File: config.mk
export PLATFORM = sky130hd
export DESIGN_NAME = refresh_scheduler
export DESIGN_NICKNAME = d
export VERILOG_FILES = /design/src/rtl/refsched_pkg.sv /design/src/rtl/refsched_interval.sv /design/src/rtl/refsched_debt.sv /design/src/rtl/refsched_delay.sv /design/src/rtl/refresh_scheduler.sv
export SDC_FILE = /design/constraint.sdc
export NUM_CORES = 1
export LEC_CHECK = 0
export CAP_MARGIN = 20
export CORE_UTILIZATION = 50
export DETAILED_ROUTE_END_ITERATION = 10
export PLACE_DENSITY = 0.72
export SLEW_MARGIN = 20
export SYNTH_ARGS = -nofsm -noshare
export SYNTH_HDL_FRONTEND = slang
export SYNTH_HIERARCHICAL = 1
export SYNTH_SLANG_ARGS = --single-unit
File: constraint.sdc
create_clock -name clk -period 4.1 [get_ports clk]
set_input_delay 0.82 -clock clk [delete_from_list [all_inputs] [get_ports clk]]
set_output_delay 0.82 -clock clk [all_outputs]
set_load 0.02 [all_outputs]
File: src/rtl/refsched_pkg.sv
package refsched_pkg;

    typedef enum logic [3:0] {
        ST_IDLE,
        ST_REQ,
        ST_PRE_ALL,
        ST_WAIT_RP,
        ST_AREF,
        ST_WAIT_RC,
        ST_SR_ENTER,
        ST_SELF_REF,
        ST_SR_EXIT
    } rs_state_t;

    // Bit order: cke, cs_n, ras_n, cas_n, we_n, a10
    typedef struct packed {
        logic cke;
        logic cs_n;
        logic ras_n;
        logic cas_n;
        logic we_n;
        logic a10;
    } sdr_cmd_t;

    localparam sdr_cmd_t CMD_NOP     = 6'b101110;
    localparam sdr_cmd_t CMD_PRE_ALL = 6'b100101;
    localparam sdr_cmd_t CMD_REFRESH = 6'b100010;
    localparam sdr_cmd_t CMD_SR_IN   = 6'b000010;
    localparam sdr_cmd_t CMD_SR_HOLD = 6'b001110;

endpackage

File: src/rtl/refsched_interval.sv
// Free-running refresh interval counter; one tick per period while run is high.
module refsched_interval #(
    parameter int PERIOD = 1562
) (
    input  logic clk,
    input  logic rst_n,
    input  logic run,
    output logic tick
);
    localparam int CW = (PERIOD > 2) ? $clog2(PERIOD) : 1;
    localparam logic [CW-1:0] LAST = CW'(PERIOD - 1);

    logic [CW-1:0] cnt;

    always_ff @(posedge clk) begin
        if (!rst_n) begin
            cnt <= '0;
        end else if (!run || cnt == LAST) begin
            cnt <= '0;
        end else begin
            cnt <= cnt + 1'b1;
        end
    end

    assign tick = run && (cnt == LAST);
endmodule

File: src/rtl/refsched_debt.sv
// Tracks an owed refresh and how many ticks it has gone ungranted.
module refsched_debt #(
    parameter int OVF_LIMIT = 8
) (
    input  logic clk,
    input  logic rst_n,
    input  logic tick,
    input  logic settle,
    input  logic waiting,
    output logic due,
    output logic err
);
    localparam int AW = $clog2(OVF_LIMIT + 1);
    localparam logic [AW-1:0] AGE_TRIP = AW'(OVF_LIMIT - 1);
    localparam logic [AW-1:0] AGE_MAX  = AW'(OVF_LIMIT);

    logic [AW-1:0] age;

    always_ff @(posedge clk) begin
        if (!rst_n) begin
            due <= 1'b0;
            age <= '0;
            err <= 1'b0;
        end else begin
            if (tick) begin
                due <= 1'b1;
            end else if (settle) begin
                due <= 1'b0;
            end

            if (settle || !waiting || !due) begin
                age <= '0;
            end else if (tick) begin
                if (age == AGE_TRIP) begin
                    err <= 1'b1;
                end
                if (age != AGE_MAX) begin
                    age <= age + 1'b1;
                end
            end
        end
    end
endmodule

File: src/rtl/refsched_delay.sv
// Saturating cycle counter restarted at each timed command.
module refsched_delay #(
    parameter int LIMIT = 7
) (
    input  logic                       clk,
    input  logic                       rst_n,
    input  logic                       start,
    output logic [$clog2(LIMIT+1)-1:0] count
);
    localparam int DW = $clog2(LIMIT + 1);

    always_ff @(posedge clk) begin
        if (!rst_n) begin
            count <= '0;
        end else if (start) begin
            count <= DW'(1);
        end else if (count != DW'(LIMIT)) begin
            count <= count + 1'b1;
        end
    end
endmodule

File: src/rtl/refresh_scheduler.sv
module refresh_scheduler
    import refsched_pkg::*;
#(
    parameter int CLK_MHZ   = 100,
    parameter int TRP_NS    = 20,
    parameter int TRC_NS    = 70,
    parameter int OVF_LIMIT = 8,
    parameter int BANKS     = 4
) (
    input  logic             clk,
    input  logic             rst_n,
    input  logic [BANKS-1:0] bank_open,
    input  logic             grant,
    input  logic             sleep_req,
    output logic             cke,
    output logic             cs_n,
    output logic             ras_n,
    output logic             cas_n,
    output logic             we_n,
    output logic             a10,
    output logic             req,
    output logic             busy,
    output logic             ovf_err
);
    localparam int REF_PERIOD = (CLK_MHZ * 15625) / 1000;
    localparam int TRP_RAW    = (TRP_NS * CLK_MHZ + 999) / 1000;
    localparam int TRP_CYC    = (TRP_RAW < 2) ? 2 : TRP_RAW;
    localparam int TRC_RAW    = (TRC_NS * CLK_MHZ + 999) / 1000;
    localparam int TRC_CYC    = (TRC_RAW < TRP_CYC) ? TRP_CYC : TRC_RAW;
    localparam int DLY_W      = $clog2(TRC_CYC + 1);

    rs_state_t        state, nxt;
    logic             goal_sr;
    logic             tick, due, run, settle, waiting, dly_start;
    logic [DLY_W-1:0] dly;
    logic             rp_done, rc_done, any_open;
    sdr_cmd_t         cmd;

    assign any_open  = |bank_open;
    assign run       = !(state == ST_SR_ENTER || state == ST_SELF_REF);
    assign settle    = (state == ST_AREF) || (state == ST_SR_ENTER);
    assign waiting   = (state == ST_IDLE) || (state == ST_REQ);
    assign dly_start = (state == ST_PRE_ALL) || (state == ST_AREF) || (state == ST_SR_EXIT);
    assign rp_done   = (dly >= DLY_W'(TRP_CYC - 1));
    assign rc_done   = (dly >= DLY_W'(TRC_CYC - 1));

    refsched_interval #(.PERIOD(REF_PERIOD)) u_interval (
        .clk   (clk),
        .rst_n (rst_n),
        .run   (run),
        .tick  (tick)
    );

    refsched_debt #(.OVF_LIMIT(OVF_LIMIT)) u_debt (
        .clk     (clk),
        .rst_n   (rst_n),
        .tick    (tick),
        .settle  (settle),
        .waiting (waiting),
        .due     (due),
        .err     (ovf_err)
    );

    refsched_delay #(.LIMIT(TRC_CYC)) u_delay (
        .clk   (clk),
        .rst_n (rst_n),
        .start (dly_start),
        .count (dly)
    );

    // State register
    always_ff @(posedge clk) begin
        if (!rst_n) begin
            state   <= ST_IDLE;
            goal_sr <= 1'b0;
        end else begin
            state <= nxt;
            if (state == ST_REQ && grant) begin
                goal_sr <= sleep_req;
            end
        end
    end

    // Next-state logic
    always_comb begin
        nxt = state;
        unique case (state)
            ST_IDLE:     if (due || sleep_req) nxt = ST_REQ;
            ST_REQ: begin
                if (!due && !sleep_req)  nxt = ST_IDLE;
                else if (grant) begin
                    if (any_open)        nxt = ST_PRE_ALL;
                    else if (sleep_req)  nxt = ST_SR_ENTER;
                    else                 nxt = ST_AREF;
                end
            end
            ST_PRE_ALL:  nxt = ST_WAIT_RP;
            ST_WAIT_RP:  if (rp_done) nxt = goal_sr ? ST_SR_ENTER : ST_AREF;
            ST_AREF:     nxt = ST_WAIT_RC;
            ST_WAIT_RC:  if (rc_done) nxt = ST_IDLE;
            ST_SR_ENTER: nxt = ST_SELF_REF;
            ST_SELF_REF: if (!sleep_req) nxt = ST_SR_EXIT;
            ST_SR_EXIT:  nxt = ST_WAIT_RC;
            default:     nxt = ST_IDLE;
        endcase
    end

    // Output decode
    always_comb begin
        cmd = CMD_NOP;
        unique case (state)
            ST_PRE_ALL:  cmd = CMD_PRE_ALL;
            ST_AREF:     cmd = CMD_REFRESH;
            ST_SR_ENTER: cmd = CMD_SR_IN;
            ST_SELF_REF: cmd = CMD_SR_HOLD;
            default:     cmd = CMD_NOP;
        endcase
    end

    assign cke   = cmd.cke;
    assign cs_n  = cmd.cs_n;
    assign ras_n = cmd.ras_n;
    assign cas_n = cmd.cas_n;
    assign we_n  = cmd.we_n;
    assign a10   = cmd.a10;
    assign req   = (state == ST_REQ);
    assign busy  = !waiting;
endmodule

Yosys cells after proc, flatten, opt, wreduce, memory -nomap -nowiden:

Index checks and enable logic that the tools add are counted.

* flip-flop bits (word level): 25
* input bits: 8
* word-level logic and storage cells: 74

* add/subtract/negate cells: 3
* order comparisons: 2
* equal/unequal tests: 17
* mux-type cells: 15
* bitwise gates (word level): 2
* reduce and logical (&&, ||, !) cells: 27

Operators with widths (number)
* $pmux W4 S8: 1
* $mux W4: 6
* $pmux W6 S4: 1
* $eq A4 B3 Y1 const B: 5
* $add A11 B1 Y11 const B: 1
* $eq A11 B11 Y1 const B: 1
* $logic_or A1 B1 Y1: 9
* $eq A4 B2 Y1 const B: 2
* $reduce_or A2 Y1: 4
* $ne A2 B2 Y1 const B: 3
* $reduce_and A5 Y1: 1
* $add A4 B1 Y4 const B: 1
* $eq A4 B1 Y1 const B: 1
* $eq A4 B4 Y1 const B: 1
* $logic_not A1 Y1: 4
* $logic_not A4 Y1: 1
* $mux W1: 4
* $mux W2: 2
* $ne A4 B4 Y1 const B: 1
* $reduce_bool A2 Y1: 2
* $reduce_or A4 Y1: 1
* $add A3 B1 Y3 const B: 1
* $ge A3 B1 Y1 const B: 1
* $ge A3 B3 Y1 const B: 1
* other kinds (8): 11

Logic depth before layout (Yosys ltp):

Gate-level depths: netlist of run 1.

* depth after elaboration: 7
* gate-level depth with buffers: 9
* mapped depth without buffers: 8

Cells and area by module:

The synthesis of run 1 kept the hierarchy.

By module, submodules not included
* refsched_interval: instances 1, cells an instance 56, area each 533.0 µm², sequential area each 220.2 µm²
* refresh_scheduler: instances 1, cells an instance 66, area each 489.2 µm², sequential area each 100.1 µm²
* refsched_debt: instances 1, cells an instance 33, area each 299.0 µm², sequential area each 120.1 µm²
* refsched_delay: instances 1, cells an instance 12, area each 135.1 µm², sequential area each 60.1 µm²

Worst setup path after synthesis of run 1:

OpenSTA, ideal clock, no wires.

* path type: flip-flop to output port
* from: register state[2]
* to: output ras_n
* data arrival time: 1.397 ns
* data required time: 3.280 ns
* path slack: 1.883 ns
* stages on the path, launching flop included: 4
* cell sequence: dfxtp_1 > clkbuf_1 > nor3_1 > nor2_1

* word-level cells in the longest chain between the ends: 2

Ends and longest elaborated chain
* from (decl): RTL line refresh_scheduler.sv:32 `rs_state_t state, nxt;`
* from (signal assigned): RTL line refresh_scheduler.sv:77 `state <= nxt;`
* $eq A4 B3 Y1 / $eq A4 B2 Y1 (equally long branches): RTL line refresh_scheduler.sv:111 `unique case (state)`
* $pmux W6 S4 (*): RTL line refresh_scheduler.sv:111
* to (decl): RTL line refresh_scheduler.sv:17 `output logic ras_n,`

Mark *: on every way between the ends. The rest lies on a longest branch, timed or not.

Final worst setup path of run 1:

* from: register state[0]
* to: output req

* word-level cells in the longest chain between the ends: 1

Ends and longest elaborated chain
* $eq A4 B1 Y1: RTL line refresh_scheduler.sv:126 `assign req = (state == ST_REQ);`
* to (decl): RTL line refresh_scheduler.sv:21 `output logic req,`

No other way between the ends.

==> flow_summary.json, run 1 <==
{
  "antenna_found_initial": 0,
  "seq_area_frac_synth_pct": 34.4,
  "postSynthNetCount": 181,
  "min_path_type": "reg2reg",
  "irDropWorstVdd_v": 0.000181,
  "final_common_cell": "dfxtp_1",
  "cp-start-kind": "flip-flop",
  "drv_cap": 0,
  "placed_area_um2": 1590,
  "dieHeight_um": 56.0,
  "setup_tns_ps": 0,
  "clock_sinks": 25,
  "vias_per_cell": 5.74,
  "synth_top_cell_area_share_pct": 34.4,
  "vias": 1206,
  "final_hold_viol_count": 0,
  "num_rows": 19,
  "place.gp.congestion": 0.833,
  "drt-pass1-iter-count": 4,
  "syn_inst": 167,
  "synth_edf_count": 0,
  "postCtsSetupBuffers": 0,
  "syn_to_final_growth_pct": 10.9,
  "nets": 194,
  "rsz0062_at_grt": "false",
  "max_freq_mhz": 342,
  "drc": 0,
  "drt_iter0_markers": 35,
  "required_ps": 3280,
  "cts-buffers-inserted": 3,
  "max_slew_margin_pct": 33.7,
  "worstSetupPathType": "reg2out",
  "finalSetupViolCount": 0,
  "p_per_area_nw_per_um2": 308,
  "crit_family": "buffers and inverters",
  "grt_overflow": 0,
  "clk_latency_ps": 320,
  "final_cell_mix": "dfxtp_1 (25), nor2_1 (18), clkdlybuf4s50_1 (15)",
  "port_buffers": 15,
  "cpMaxStageDelayCell": "clkdlybuf4s50_1",
  "crit_path_end_kind": "output port",
  "root_buffer": "clkbuf_4",
  "setup_ws_ps": 1180,
  "grt_pass1_vias": 1150,
  "crit_fanout": 11,
  "coreArea_um2": 2760,
  "path_clk_slew_ps": 140,
  "dp_hpwl_mm": 2.06,
  "cts_max_level": 1,
  "grt_max_degree": 16,
  "dieArea_um2": 3130,
  "cp_slowest_stage_delay_ps": 600,
  "synth_flop_cell": "dfxtp_1",
  "die-width_um": 56.0,
  "fin_crit_ps": 2920,
  "tightest_slew_ps": 983,
  "synthTopCellsByArea": "dfxtp_1 (34%), ha_1 (5.2%), nor2_1 (4.6%), a21oi_1 (3.1%), o21ai_0 (2.4%)",
  "wirelength_mm": 2.72,
  "drive_above_1_share_pct": 9.50,
  "start_util_pct": 52.8,
  "yosys_warnings": 6,
  "synth_cell_types": 52,
  "maxSlewViolCount": 0,
  "track_usage_pct": 18.7,
  "antenna_cells": 0,
  "cts_tree": "yes",
  "synth.largest_area_cell": "dfxtp_1",
  "cts_resized": 0,
  "hold_buffers": 0,
  "syn_area_per_cell_um2": 8.72,
  "critPathBufInv": 2,
  "syn-cell-area_um2": 1460,
  "post_drt_wl_per_cell_um": 13.0,
  "outcome": "complete, no violations",
  "fin_crit_sh_pct": 71.2,
  "hold_slack_ps": 497,
  "grt_pass1_wl_mm": 4.73,
  "crit_arrival_ps": 2100,
  "place_ws_ps": 1550,
  "clock_skew_ps": 8.99,
  "ys_ff_latch": 25,
  "ant_nets": 0,
  "final_area_um2": 1620,
  "ios": 17,
  "async_flop_share_pct": 0,
  "post-route-util_pct": 58.6,
  "power_leakage_nw": 0.549,
  "path_cells": "or4b_4 -> inv_2 -> clkdlybuf4s50_1",
  "clock_path_buffers": 2
}
[final cells by class]
class                           instances  area [µm²]
Sequential cell                        25         500
Inverter                               10        37.5
Multi-Input combinational cell        125         861
Tap cell                               31        38.8
Timing Repair Buffer                   15         150
Clock buffer                            3        22.5
Clock inverter                          1        5.00
Fill cell                             249        1140
[path summary, 6_finish.rpt]
path | startpoint | end | slack [ps] | cells after the start
setup / recovery | state[0]$_SDFFE_PN0P_ | req | 1180 | 3
hold reg to reg | u_interval/cnt[0]$_SDFF_PP0_ | u_interval/cnt[0]$_SDFF_PP0_ | 500 | 1
setup reg to reg | u_interval/cnt[0]$_SDFF_PP0_ | u_interval/cnt[4]$_SDFF_PP0_ | 2220 | 4
hold / removal | u_interval/cnt[0]$_SDFF_PP0_ | u_interval/cnt[0]$_SDFF_PP0_ | 500 | 1
[sequential cells by signal, summed over array words and instances (netlist names)]
| signal | flops |
|---|---|
| u_delay/count | 3 |
| u_debt/due | 1 |
| u_debt/err | 1 |
| goal_sr | 1 |
| state | 4 |
| u_interval/cnt | 11 |
| u_debt/age | 4 |
[kinds of logic (layout without fill, tap and decap cells)]
family / Yosys count / after routing / synth area share (%)
flops: 25 / 25 / 34.4
fa+ha+maj: 6 / 6 / 5.15
simple gates: 73 / 73 / 30.4
other cells: 1 / 1 / 0.257
xor+xnor: 6 / 6 / 3.61
buf+inv: 17 / 29 / 6.53
compound gates: 37 / 37 / 18.3
mux: 2 / 2 / 1.37
[cells in the mapped netlist (4+ instances only)]
library cell,count
o31ai_1,4
nand3_1,6
a21oi_1,9
or4_1,4
o21a_1,4
nand2_1,9
o21ai_0,7
dfxtp_1,25
xor2_1,4
inv_1,9
nor2b_1,5
nor2_1,18
ha_1,6
nor3_1,5
[where the power goes]
part | total (mW) | internal [mW] | leakage, nW | switching, mW
clock network | 0.109 | 0.0365 | 0.0177 | 0.0723
registers | 0.275 | 0.255 | 0.203 | 0.0200
logic | 0.115 | 0.0560 | 0.329 | 0.0587
total | 0.498 | 0.347 | 0.549 | 0.151
[metrics by stage]
stage / cells / power (mW)
floorplan: 167 / 0.360
global placement: 206 / 0.390
detailed placement: 206 / 0.395
CTS: 210 / 0.504
global route: 210 / 0.527
finish: 210 / 0.498
[worst register-to-register path, stage by stage, from the launching register on]
cell	delay, ps
dfxtp_1	420
ha_1	190
nand4b_1	140
o41ai_2	880
nor2_1	120
[routing by layer]
metal  wire length [µm]  share of wire [%]  global-route usage, %
met3                 94                3.5                   3.72
met1               1310                 48                   23.3
met4                 28                1.0                   6.27
met2               1290                 47                   32.3
met5                  0                  0                      0
No activity file was read; power rests on OpenSTA's default activity.
==> run 2: changes to the inputs <==
==> constraint.sdc (replaced) <==
create_clock -name clk -period 2.75 [get_ports clk]
set_input_delay 0.55 -clock clk [delete_from_list [all_inputs] [get_ports clk]]
set_output_delay 0.55 -clock clk [all_outputs]
set_load 0.02 [all_outputs]
==> run 2 against run 1 <==
Global-route usage rose by 1.4 points. Sequential power increased by 48%. Clock power increased by 52%. Sequential share of layout area shrank 0.24 points.
==> flow_summary.json, run 2 (same netlist as run 1, synthesis figures left out) <==
{
  "outcome": "complete, no violations",
  "dp_cells": 207,
  "grt_pass1_wl_mm": 5.01,
  "crit_arrival_ps": 2110,
  "drt-pass1-iter-count": 4,
  "final_common_cell": "dfxtp_1",
  "path_clk_slew_ps": 140,
  "drv_cap": 0,
  "maxSlewViolCount": 0,
  "drt_iter0_markers": 37,
  "grt_pass1_vias": 1184,
  "final_hold_viol_count": 0,
  "post_drt_wl_per_cell_um": 13.7,
  "min_path_type": "reg2reg",
  "top_register": "u_interval/cnt",
  "instances_no_fill": 212,
  "cpMaxStageDelayCell": "clkdlybuf4s50_1",
  "post-route-util_pct": 59.0,
  "ant_nets": 0,
  "worstSetupPathType": "reg2out",
  "setup_tns_ps": 0,
  "critPathBufInv": 2,
  "rsz0062_at_grt": "false",
  "place_ws_ps": 471,
  "vias_per_cell": 5.82,
  "hold_slack_ps": 492,
  "placed_area_um2": 1600,
  "place.gp.congestion": 0.845,
  "hold_buffers": 0,
  "cp-start-kind": "flip-flop",
  "antenna_found_initial": 0,
  "clock_skew_ps": 5.41,
  "vias": 1234,
  "die-width_um": 56.0,
  "root_buffer": "clkbuf_4",
  "clock_path_buffers": 2,
  "required_ps": 2200,
  "grt_max_degree": 15,
  "crit_path_end_kind": "output port",
  "irDropWorstVdd_v": 0.000270,
  "final_cell_mix": "dfxtp_1 (25), nor2_1 (18), clkdlybuf4s50_1 (15)",
  "postCtsSetupBuffers": 0,
  "finalSetupViolCount": 0,
  "multi_input_area_um2": 861,
  "drc": 0,
  "cts-buffers-inserted": 3,
  "cts_resized": 0,
  "max_freq_mhz": 377,
  "dieArea_um2": 3130,
  "fillers": 251,
  "cts_tree": "yes",
  "coreArea_um2": 2760,
  "dieHeight_um": 56.0,
  "grt_overflow": 0,
  "dp_hpwl_mm": 2.14,
  "syn_to_final_growth_pct": 11.8,
  "path_cells": "or4b_4 -> inv_2 -> clkdlybuf4s50_1",
  "fin_crit_ps": 2660,
  "cp_slowest_stage_delay_ps": 600,
  "power_leakage_nw": 0.559,
  "seq_area_um2": 500,
  "antenna_cells": 0,
  "cts_max_level": 1,
  "setup_ws_ps": 94.7,
  "fin_crit_sh_pct": 96.6,
  "wirelength_mm": 2.90,
  "power.total_mw": 0.752,
  "largest_reg_flops": 11,
  "clk_latency_ps": 320,
  "top_regs": "u_interval/cnt (11), state (4), u_debt/age (4)",
  "final_area_um2": 1630,
  "p_per_area_nw_per_um2": 462,
  "start_util_pct": 52.8,
  "crit_fanout": 11,
  "num_rows": 19,
  "ios": 17,
  "crit_family": "buffers and inverters",
  "track_usage_pct": 20.1,
  "nets": 196,
  "port_buffers": 15,
  "clock_sinks": 25,
  "drive_above_1_share_pct": 10.5
}
[run 2: cell types whose count changed in the layout (fill, tap and decap cells not counted), sizes merged]
cell | before | now
buf | 0 | 2
[run 2: final timing paths]
path / startpoint / endpoint / slack (ps) / cells after the start
setup / recovery: state[0]$_SDFFE_PN0P_ / req / 90 / 3
hold / removal: u_interval/cnt[10]$_SDFF_PP0_ / u_interval/cnt[10]$_SDFF_PP0_ / 490 / 2
setup reg to reg: u_interval/cnt[0]$_SDFF_PP0_ / u_debt/err$_SDFFE_PN0P_ / 950 / 7
hold reg to reg: u_interval/cnt[10]$_SDFF_PP0_ / u_interval/cnt[10]$_SDFF_PP0_ / 490 / 2
[run 2: area by class of cell]
cell class | instances | area share (%)
Tap cell | 31 | 2.38
Timing Repair Buffer | 17 | 9.99
Sequential cell | 25 | 30.7
Multi-Input combinational cell | 125 | 52.9
Inverter | 10 | 2.31
Clock inverter | 1 | 0.307
Clock buffer | 3 | 1.38
[run 2: tightest hold or removal path: cells and delay by family, from the launching register on]
kind | cells | cell delay [ps]
compound gates | 2 | 110
flops | 1 | 350
[run 2: power breakdown]
group	total (mW)	switching (mW)	internal [mW]
Clock	0.166	0.111	0.0544
Combinational	0.180	0.0939	0.0857
Sequential	0.407	0.0274	0.380
Total	0.752	0.233	0.520
[run 2: routing by layer]
| metal | track usage [%] | part of all wire [%] |
|---|---|---|
| met5 | 0 | 0 |
| met4 | 8.36 | 0.59 |
| met3 | 3.49 | 3.7 |
| met2 | 34.5 | 49 |
| met1 | 24.7 | 46 |
==> run 3: changes to the inputs <==
--- a/config.mk
+++ b/config.mk
@@ -8,6 +8,7 @@
 export CAP_MARGIN = 20
 export CORE_UTILIZATION = 50
 export DETAILED_ROUTE_END_ITERATION = 10
+export HOLD_SLACK_MARGIN = 0.05
 export PLACE_DENSITY = 0.72
 export SLEW_MARGIN = 20
 export SYNTH_ARGS = -nofsm -noshare
==> results of run 3 <==
No change in the layout: final DEF, timing and power equal those of run 2.
